[src/rtl/irq_seq_pkg.sv]
package irq_seq_pkg;
  typedef enum logic [1:0] {
    ST_IDLE   = 2'd0,
    ST_ENTRY  = 2'd1,
    ST_RETURN = 2'd2
  } seq_st_t;
endpackage

[src/rtl/irq_req_bank.sv]
// Pending latches for maskable and non-maskable sources plus a fixed
// priority pick (lowest index wins).
module irq_req_bank #(
  parameter int NSRC = 4,
  parameter int IW   = 2
) (
  input  logic            clk,
  input  logic            rst,
  input  logic [NSRC-1:0] req_i,
  input  logic [NSRC-1:0] clr_i,
  input  logic [NSRC-1:0] ien_i,
  input  logic            ack_valid_i,
  input  logic [IW-1:0]   ack_idx_i,
  input  logic            nmi_i,
  input  logic            nmi_ack_i,
  output logic            any_en_o,
  output logic [IW-1:0]   win_idx_o,
  output logic            nmi_pend_o
);
  logic [NSRC-1:0] pend;
  logic [NSRC-1:0] ack_mask;

  for (genvar g = 0; g < NSRC; g++) begin : g_ack
    assign ack_mask[g] = ack_valid_i && (ack_idx_i == IW'(g));
  end

  // Clear (software or acceptance) dominates a same-cycle request.
  always_ff @(posedge clk) begin
    if (rst) pend <= '0;
    else     pend <= (pend | req_i) & ~clr_i & ~ack_mask;
  end

  always_ff @(posedge clk) begin
    if (rst)            nmi_pend_o <= 1'b0;
    else if (nmi_i)     nmi_pend_o <= 1'b1;
    else if (nmi_ack_i) nmi_pend_o <= 1'b0;
  end

  always_comb begin
    win_idx_o = '0;
    for (int i = NSRC - 1; i >= 0; i--) begin
      if (pend[i] && ien_i[i]) win_idx_o = IW'(i);
    end
    any_en_o = |(pend & ien_i);
  end
endmodule

[src/rtl/irq_seq_fsm.sv]
// Entry (8 cycles) and return (5 cycles) routines, stack pointer,
// non-maskable block.
module irq_seq_fsm
  import irq_seq_pkg::*;
#(
  parameter int          IW       = 2,
  parameter int          IBIT     = 2,
  parameter logic [15:0] VEC_BASE = 16'hFFE0,
  parameter logic [15:0] NMI_VEC  = 16'hFFFA,
  parameter logic [7:0]  STK_PAGE = 8'h01,
  parameter logic [7:0]  SP_INIT  = 8'hFF
) (
  input  logic          clk,
  input  logic          rst,
  input  logic          boundary_i,
  input  logic          reti_i,
  input  logic [15:0]   pc_i,
  input  logic [7:0]    psw_i,
  input  logic [7:0]    bus_rdata_i,
  input  logic          any_en_i,
  input  logic [IW-1:0] win_idx_i,
  input  logic          nmi_pend_i,
  output seq_st_t       st_o,
  output logic          nmi_blk_o,
  output logic          ack_valid_o,
  output logic [IW-1:0] ack_idx_o,
  output logic          nmi_ack_o,
  output logic [15:0]   bus_addr_o,
  output logic [7:0]    bus_wdata_o,
  output logic          bus_rd_o,
  output logic          bus_wr_o,
  output logic [15:0]   pc_o,
  output logic          pc_we_o,
  output logic [7:0]    psw_o,
  output logic          psw_we_o,
  output logic [7:0]    sp_o
);
  localparam logic [7:0] IMASK = 8'(1 << IBIT);

  logic [2:0]    step;
  logic [15:0]   pc_sav;
  logic [7:0]    psw_sav, psw_pop, lo_q, hi_q;
  logic          is_nmi;
  logic [IW-1:0] src;
  logic          go_ret, go_nmi, go_irq;
  logic [15:0]   vec_a;

  assign go_ret = (st_o == ST_IDLE) && reti_i;
  assign go_nmi = (st_o == ST_IDLE) && !reti_i && boundary_i && nmi_pend_i && !nmi_blk_o;
  assign go_irq = (st_o == ST_IDLE) && !reti_i && boundary_i && !go_nmi && !nmi_blk_o
                  && psw_i[IBIT] && any_en_i;
  assign vec_a  = is_nmi ? NMI_VEC : VEC_BASE + 16'({src, 1'b0});

  always_ff @(posedge clk) begin
    if (rst) begin
      st_o <= ST_IDLE; step <= '0; sp_o <= SP_INIT; nmi_blk_o <= 1'b0;
      pc_sav <= '0; psw_sav <= '0; psw_pop <= '0; lo_q <= '0; hi_q <= '0;
      is_nmi <= 1'b0; src <= '0;
    end else begin
      case (st_o)
        ST_IDLE: begin
          step <= '0;
          if (go_ret) begin
            st_o <= ST_RETURN;
          end else if (go_nmi || go_irq) begin
            st_o    <= ST_ENTRY;
            pc_sav  <= pc_i;
            psw_sav <= psw_i;
            is_nmi  <= go_nmi;
            src     <= win_idx_i;
            if (go_nmi) nmi_blk_o <= 1'b1;
          end
        end
        ST_ENTRY: begin
          step <= step + 3'd1;
          if (step >= 3'd1 && step <= 3'd3) sp_o <= sp_o - 8'd1;
          if (step == 3'd5) lo_q <= bus_rdata_i;
          if (step == 3'd6) hi_q <= bus_rdata_i;
          if (step == 3'd7) st_o <= ST_IDLE;
        end
        ST_RETURN: begin
          step <= step + 3'd1;
          if (step <= 3'd2) sp_o <= sp_o + 8'd1;
          if (step == 3'd1) psw_pop <= bus_rdata_i;
          if (step == 3'd2) lo_q <= bus_rdata_i;
          if (step == 3'd3) hi_q <= bus_rdata_i;
          if (step == 3'd4) begin
            st_o      <= ST_IDLE;
            nmi_blk_o <= 1'b0;
          end
        end
        default: st_o <= ST_IDLE;
      endcase
    end
  end

  always_comb begin
    ack_valid_o = 1'b0; ack_idx_o = src; nmi_ack_o = 1'b0;
    bus_addr_o = '0; bus_wdata_o = '0; bus_rd_o = 1'b0; bus_wr_o = 1'b0;
    pc_o = {hi_q, lo_q}; pc_we_o = 1'b0;
    psw_o = psw_sav & ~IMASK; psw_we_o = 1'b0;
    if (st_o == ST_ENTRY) begin
      case (step)
        3'd0: begin
          ack_valid_o = !is_nmi;
          nmi_ack_o   = is_nmi;
          psw_we_o    = !is_nmi;
        end
        3'd1: begin bus_wr_o = 1'b1; bus_addr_o = {STK_PAGE, sp_o}; bus_wdata_o = pc_sav[15:8]; end
        3'd2: begin bus_wr_o = 1'b1; bus_addr_o = {STK_PAGE, sp_o}; bus_wdata_o = pc_sav[7:0]; end
        3'd3: begin bus_wr_o = 1'b1; bus_addr_o = {STK_PAGE, sp_o}; bus_wdata_o = psw_sav; end
        3'd4: begin bus_rd_o = 1'b1; bus_addr_o = vec_a; end
        3'd5: begin bus_rd_o = 1'b1; bus_addr_o = vec_a + 16'd1; end
        3'd7: pc_we_o = 1'b1;
        default: ;
      endcase
    end else if (st_o == ST_RETURN) begin
      if (step <= 3'd2) begin
        bus_rd_o   = 1'b1;
        bus_addr_o = {STK_PAGE, sp_o + 8'd1};
      end
      if (step == 3'd4) begin
        pc_we_o  = 1'b1;
        psw_we_o = 1'b1;
        psw_o    = psw_pop;
      end
    end
  end
endmodule

[src/rtl/irq_seq.sv]
module irq_seq
  import irq_seq_pkg::*;
#(
  parameter int          NSRC     = 4,
  parameter int          IBIT     = 2,
  parameter logic [15:0] VEC_BASE = 16'hFFE0,
  parameter logic [15:0] NMI_VEC  = 16'hFFFA,
  parameter logic [7:0]  STK_PAGE = 8'h01,
  parameter logic [7:0]  SP_INIT  = 8'hFF
) (
  input  logic            clk,
  input  logic            rst,
  input  logic [NSRC-1:0] req_i,
  input  logic [NSRC-1:0] clr_i,
  input  logic [NSRC-1:0] ien_i,
  input  logic            nmi_i,
  input  logic            boundary_i,
  input  logic            reti_i,
  input  logic [15:0]     pc_i,
  input  logic [7:0]      psw_i,
  input  logic [7:0]      bus_rdata_i,
  output logic [15:0]     bus_addr_o,
  output logic [7:0]      bus_wdata_o,
  output logic            bus_rd_o,
  output logic            bus_wr_o,
  output logic [15:0]     pc_o,
  output logic            pc_we_o,
  output logic [7:0]      psw_o,
  output logic            psw_we_o,
  output logic [7:0]      sp_o,
  output logic            busy_o
);
  localparam int IW = (NSRC > 1) ? $clog2(NSRC) : 1;

  seq_st_t       st;
  logic          nmi_blk, nmi_pend, any_en, ack_valid, nmi_ack;
  logic [IW-1:0] win_idx, ack_idx;

  irq_req_bank #(.NSRC(NSRC), .IW(IW)) u_bank (
    .clk(clk), .rst(rst), .req_i(req_i), .clr_i(clr_i), .ien_i(ien_i),
    .ack_valid_i(ack_valid), .ack_idx_i(ack_idx), .nmi_i(nmi_i),
    .nmi_ack_i(nmi_ack), .any_en_o(any_en), .win_idx_o(win_idx),
    .nmi_pend_o(nmi_pend)
  );

  irq_seq_fsm #(
    .IW(IW), .IBIT(IBIT), .VEC_BASE(VEC_BASE), .NMI_VEC(NMI_VEC),
    .STK_PAGE(STK_PAGE), .SP_INIT(SP_INIT)
  ) u_fsm (
    .clk(clk), .rst(rst), .boundary_i(boundary_i), .reti_i(reti_i),
    .pc_i(pc_i), .psw_i(psw_i), .bus_rdata_i(bus_rdata_i),
    .any_en_i(any_en), .win_idx_i(win_idx), .nmi_pend_i(nmi_pend),
    .st_o(st), .nmi_blk_o(nmi_blk), .ack_valid_o(ack_valid),
    .ack_idx_o(ack_idx), .nmi_ack_o(nmi_ack), .bus_addr_o(bus_addr_o),
    .bus_wdata_o(bus_wdata_o), .bus_rd_o(bus_rd_o), .bus_wr_o(bus_wr_o),
    .pc_o(pc_o), .pc_we_o(pc_we_o), .psw_o(psw_o), .psw_we_o(psw_we_o),
    .sp_o(sp_o)
  );

  assign busy_o = (st != ST_IDLE);
endmodule

[config.mk]
export PLATFORM = sky130hd
export DESIGN_NAME = irq_seq
export DESIGN_NICKNAME = d
export VERILOG_FILES = /design/src/rtl/irq_seq_pkg.sv /design/src/rtl/irq_req_bank.sv /design/src/rtl/irq_seq_fsm.sv /design/src/rtl/irq_seq.sv
export SDC_FILE = /design/constraint.sdc
export NUM_CORES = 1
export LEC_CHECK = 0
export BUFFER_PORTS_ARGS = -buffer_cell sky130_fd_sc_hd__buf_2
export CAP_MARGIN = 20
export CORE_UTILIZATION = 47
export CTS_CLUSTER_DIAMETER = 30
export DETAILED_ROUTE_END_ITERATION = 10
export GPL_ROUTABILITY_DRIVEN = 0
export PLACE_DENSITY = 0.76
export SYNTH_ARGS = -nofsm -noshare
export SYNTH_HDL_FRONTEND = slang
export SYNTH_HIERARCHICAL = 1
export SYNTH_SLANG_ARGS = --single-unit
[constraint.sdc]
create_clock -name clk -period 2.4 [get_ports clk]
set_clock_uncertainty 0.15 [all_clocks]
set_input_delay 0.36 -clock clk [delete_from_list [all_inputs] [get_ports clk]]
set_output_delay 0.36 -clock clk [all_outputs]
set_load 0.005 [all_outputs]
==> results.md <==
Final layout:
- The total number of nets in the final design is 657.
- For this run, the number of standard cells in the final layout without fillers is between 700 and 800.
- The number of antenna diodes in the final layout is 0.
- The post-layout utilization of the core is a little under two thirds.
- The post-route netlist has about 36% of its cells at a drive strength greater than 1.
- The area overhead of the layout relative to synthesis is 31.23%.
- The number of fillers in the final layout is between 600 and 700.

Critical path:
- Traced cell by cell, the critical path runs through inv_4 > ha_4 > nor2b_4 > or3_4 > o31a_1 > o21ai_1 > buf_2.
- Among all stages on the critical path, the largest delay is contributed by dfxtp_4.
- The signal arrival time at the worst endpoint is between 1.5 and 2 ns.
- STA classifies the critical path startpoint as a flip-flop.
- The maximum single-stage delay on the critical path is about 0.39 ns.
- The worst setup path is of the reg2out kind.
- The largest fanout on the critical path is 6.
- STA classifies the critical path endpoint as a primary output.
- The required time of the worst setup path is around 1.9 ns.

Power:
- Registers are responsible for 43.6% of the overall power.
- The power share of the combinational group is between 20% and 30%.
- In this run the static leakage power is 2.125 nW.
- The clock network is responsible for roughly 33% of the overall power.
- The net switching share of the total power is 30.39%.
- The internal power component is roughly 2 mW.
- The worst-case IR drop observed on VDD is between 400 and 500 uV.
- Power spread over the standard cell area amounts to around 600 nW/um2.
- For this design the total switching power over the nets is between 0.8 and 0.9 mW.

Yosys:
- The fraction of the yosys area taken by sequential cells is a little under two fifths.
- The primary flip-flop cell chosen by synthesis mapping is dfxtp_1.
- After synthesis, the cell types taking the most area are dfxtp_1 37%, nand2_1 7.9%, a21oi_1 7.6%, ha_1 4.0%, nor2_1 3.9%.
- Dividing the synthesized area by the synthesized cell count gives around 8 um2.
- Counting flops with an async set or reset pin after synthesis yields a share of 0%.
- By count the netlist is led by 79 x nand2_1, 70 x dfxtp_1, 57 x a21oi_1.
- The cell type with the largest total area after synthesis is dfxtp_1.
- Yosys printed 6 warnings.
- The share of synthesized area in the top cell type comes to between 30 and 40%.
- In this run, synthesis produced a sequential element count of 70.
- Yosys instantiated no cell more often than nand2_1.
- The gate count after technology mapping is approximately 480.
- The total standard cell area after synthesis is roughly 3800 um2.
- The count of cell types in the netlist is 58.
- In this run, synthesis inferred 0 flip-flops with an integrated enable.
- Synthesis produced a netlist with a net count of 540.

Route:
- The wire length reported by the detailed router is 10810 um.
- In this run, the number of DRC markers left after iteration 0 of detailed routing was roughly 310.
- For this block, the via count after detailed routing is between 4000 and 5000.
- Dividing the detail-routed wire length by the instance count gives between 15 and 20 um.
- The number of remaining DRC errors is 0.
- The routed via count divided by cell count is 5.714.
- In this run the remaining antenna-violating nets after routing total 0.
- The first detailed-routing pass ran for 6 iterations.

Clock network:
- The cell sitting at the root of the clock tree is a clkbuf_8.
- The clock buffer count from CTS is 9.
- The maximum clock path buffer count is 2.
- The TritonCTS clock tree is built.
- At the later pin of the worst-skew pair, clock insertion delay measures 0.35 ns.
- Clock tree synthesis found a total of 70 sinks.
- The clock-pin slew on the worst setup and hold paths is roughly 0.070 ns.
- CTS built an H-tree with a depth of 3.

Die:
- The floorplan step set the die height to about 91 um.
- The floorplan die width is 91.37 um.
- The full die area is 8348 um2.
- The core box area is 7727 um2.
- between 100 and 150 I/O pins were placed.
- After floorplanning, the core was divided into 32 placement rows.
- The starting density of the core is between 40% and 50%.

Timing:
- After layout, the worst setup slack is -0.007190 ns.
- The upper clock frequency limit is roughly 420 MHz.
- Subtracting the final worst setup slack from the clock period gives around 2.4 ns.
- Setup repair after global routing could not meet its margin everywhere.
- At the pin with the least slew margin, the transition time is between 0.8 and 0.9 ns.
- The worst pin sits at a relative slew slack of 46.59%.
- The final worst-path cycle share is 100.3%.
- Across all hold checks on the routed design, the worst slack comes to 0.01937 ns.
- The setup-violating endpoint count in the final report is 1.
- The number of endpoints with negative hold slack in the final report was 0.
- The final count of pins violating max slew is 0.

Global routing:
- The total grt overflow is 0.
- The number of global-route vias before repair is 3493.
- The first-pass GRT wire length is around 17000 um.
- The initial antenna violation count came to 0.
- In the global route stage, overall resource usage came out at approximately a quarter.
- The largest net degree at the start of global routing is approximately 40.

Placement:
- The final HPWL from detailed placement is roughly 7400 um.
- The number of input and output port buffers inserted is approximately 110.
- The pre-CTS setup slack is -0.03549 ns.
- The instance count after placement with tap cells included is ~670.

Outcome:
- The flow ran to the end, but the final reports show violations.
- The checks that failed: negative setup slack.

Hold path:
- The min-delay analysis places its worst path in the category in2reg.

Run:
- Max-cap violations in this run came to 0.
## stage by stage
step	cell area (um2)	setup TNS [ns]	total power [mW]
2_1_floorplan	3754	0	1.681
3_3_place_gp	4425	0	1.912
3_5_place_dp	4425	-0.06761	1.929
4_1_cts	4777	-0.01151	2.918
5_1_grt	4926	-0.3826	3.088
6_report	4926	-0.007190	2.959
## registers in the layout, indices dropped and copies added (netlist names), 2 cells and up
name,cells
u_fsm/ack_idx_o,2
u_fsm/st_o,2
u_fsm/psw_sav,8
u_fsm/hi_q,8
u_fsm/pc_sav,16
u_fsm/lo_q,8
u_fsm/step,3
u_fsm/sp_o,8
u_fsm/psw_pop,8
u_bank/pend,4
## metal layers
| layer | global-route usage [%] | vias to the layer above | part of all wire (%) |
|---|---|---|---|
| met3 | 3.685 | 21 | 7.3 |
| met5 | 0 | - | 0 |
| met4 | 8.995 | 0 | 1.5 |
| met1 | 31.42 | 1895 | 42 |
| met2 | 42.74 | 187 | 49 |
| li1 | - | 1914 | - |
## power by group through the flow
stage               combinational (mW)  clock [mW]  sequential (mW)
finish                           0.708       0.962             1.29
global route                     0.770        1.02             1.30
CTS                              0.658       0.976             1.28
detailed placement               0.620           0             1.31
global placement                 0.606           0             1.31
floorplan                        0.384           0             1.30
## path summary, 6_finish.rpt
path,start,endpoint,slack [ns],cells after the start
max,u_fsm/step[0],bus_addr_o[5],-0.007,7
min,clr_i[2],u_bank/pend[2],0.02,2
max reg2reg,u_fsm/st_o[1],u_fsm/sp_o[3],0.21,8
min reg2reg,u_fsm/pc_sav[14],u_fsm/pc_sav[14],0.31,2
## logic make-up after synthesis
| kind of cell | Yosys count | share of synthesized area (%) |
|---|---|---|
| fa+ha+maj | 12 | 4.000 |
| compound gates | 126 | 22.00 |
| simple gates | 191 | 23.70 |
| buf+inv | 59 | 7.166 |
| xor+xnor | 1 | 0.2334 |
| flops | 70 | 37.33 |
| mux | 20 | 5.567 |
## repair_timing
action / 4_1_cts / 5_1_grt
setup buffers: 6 / 6
endpoints found under the setup margin: 28 / 23
resized for setup: 31 / 30
pin swaps: 5 / 7
hold buffers: 0 / 0
cloned: 0 / 1
## area by class of cell
cell class	count	area, um2	area share (%)
flip-flops and latches	70	1419	28.80
repair buffers	147	852.1	17.30
multi-input cells	350	2255	45.77
clock inverters	5	58.81	1.194
inverters	18	72.57	1.473
clock buffers	11	141.4	2.870
well taps	102	127.6	2.591
## cells in the final DEF (no fill, tap or decap), types with 4 or more instances in the layout
cell | synthesis | routed
inv_1 | 17 | 12
dfxtp_1 | 70 | 62
buf_4 | 7 | 33
ha_4 | 0 | 7
nor3_1 | 6 | 5
or3_1 | 5 | 4
nand3_1 | 27 | 27
buf_2 | 10 | 110
mux2_2 | 7 | 7
o21ai_2 | 0 | 4
dfxtp_2 | 0 | 5
nor2b_4 | 2 | 4
nand2b_1 | 6 | 5
nor2_1 | 39 | 39
a22oi_1 | 5 | 5
inv_2 | 1 | 4
ha_1 | 12 | 5
nand2_1 | 79 | 79
a222oi_1 | 8 | 8
mux2i_1 | 13 | 13
clkbuf_8 | 0 | 10
nor4_1 | 5 | 5
o21ai_0 | 20 | 14
a21oi_1 | 57 | 56
## critical path, delay by kind of cell (launching register included)
family                     cells  cell delay (ns)
AOI/OAI and AO/OA              2             0.32
adders and majority gates      1             0.18
DFF                            1             0.39
and+or+nand+nor                2             0.43
buffers and inverters          2             0.22
No activity file was read; power rests on OpenSTA's default activity.
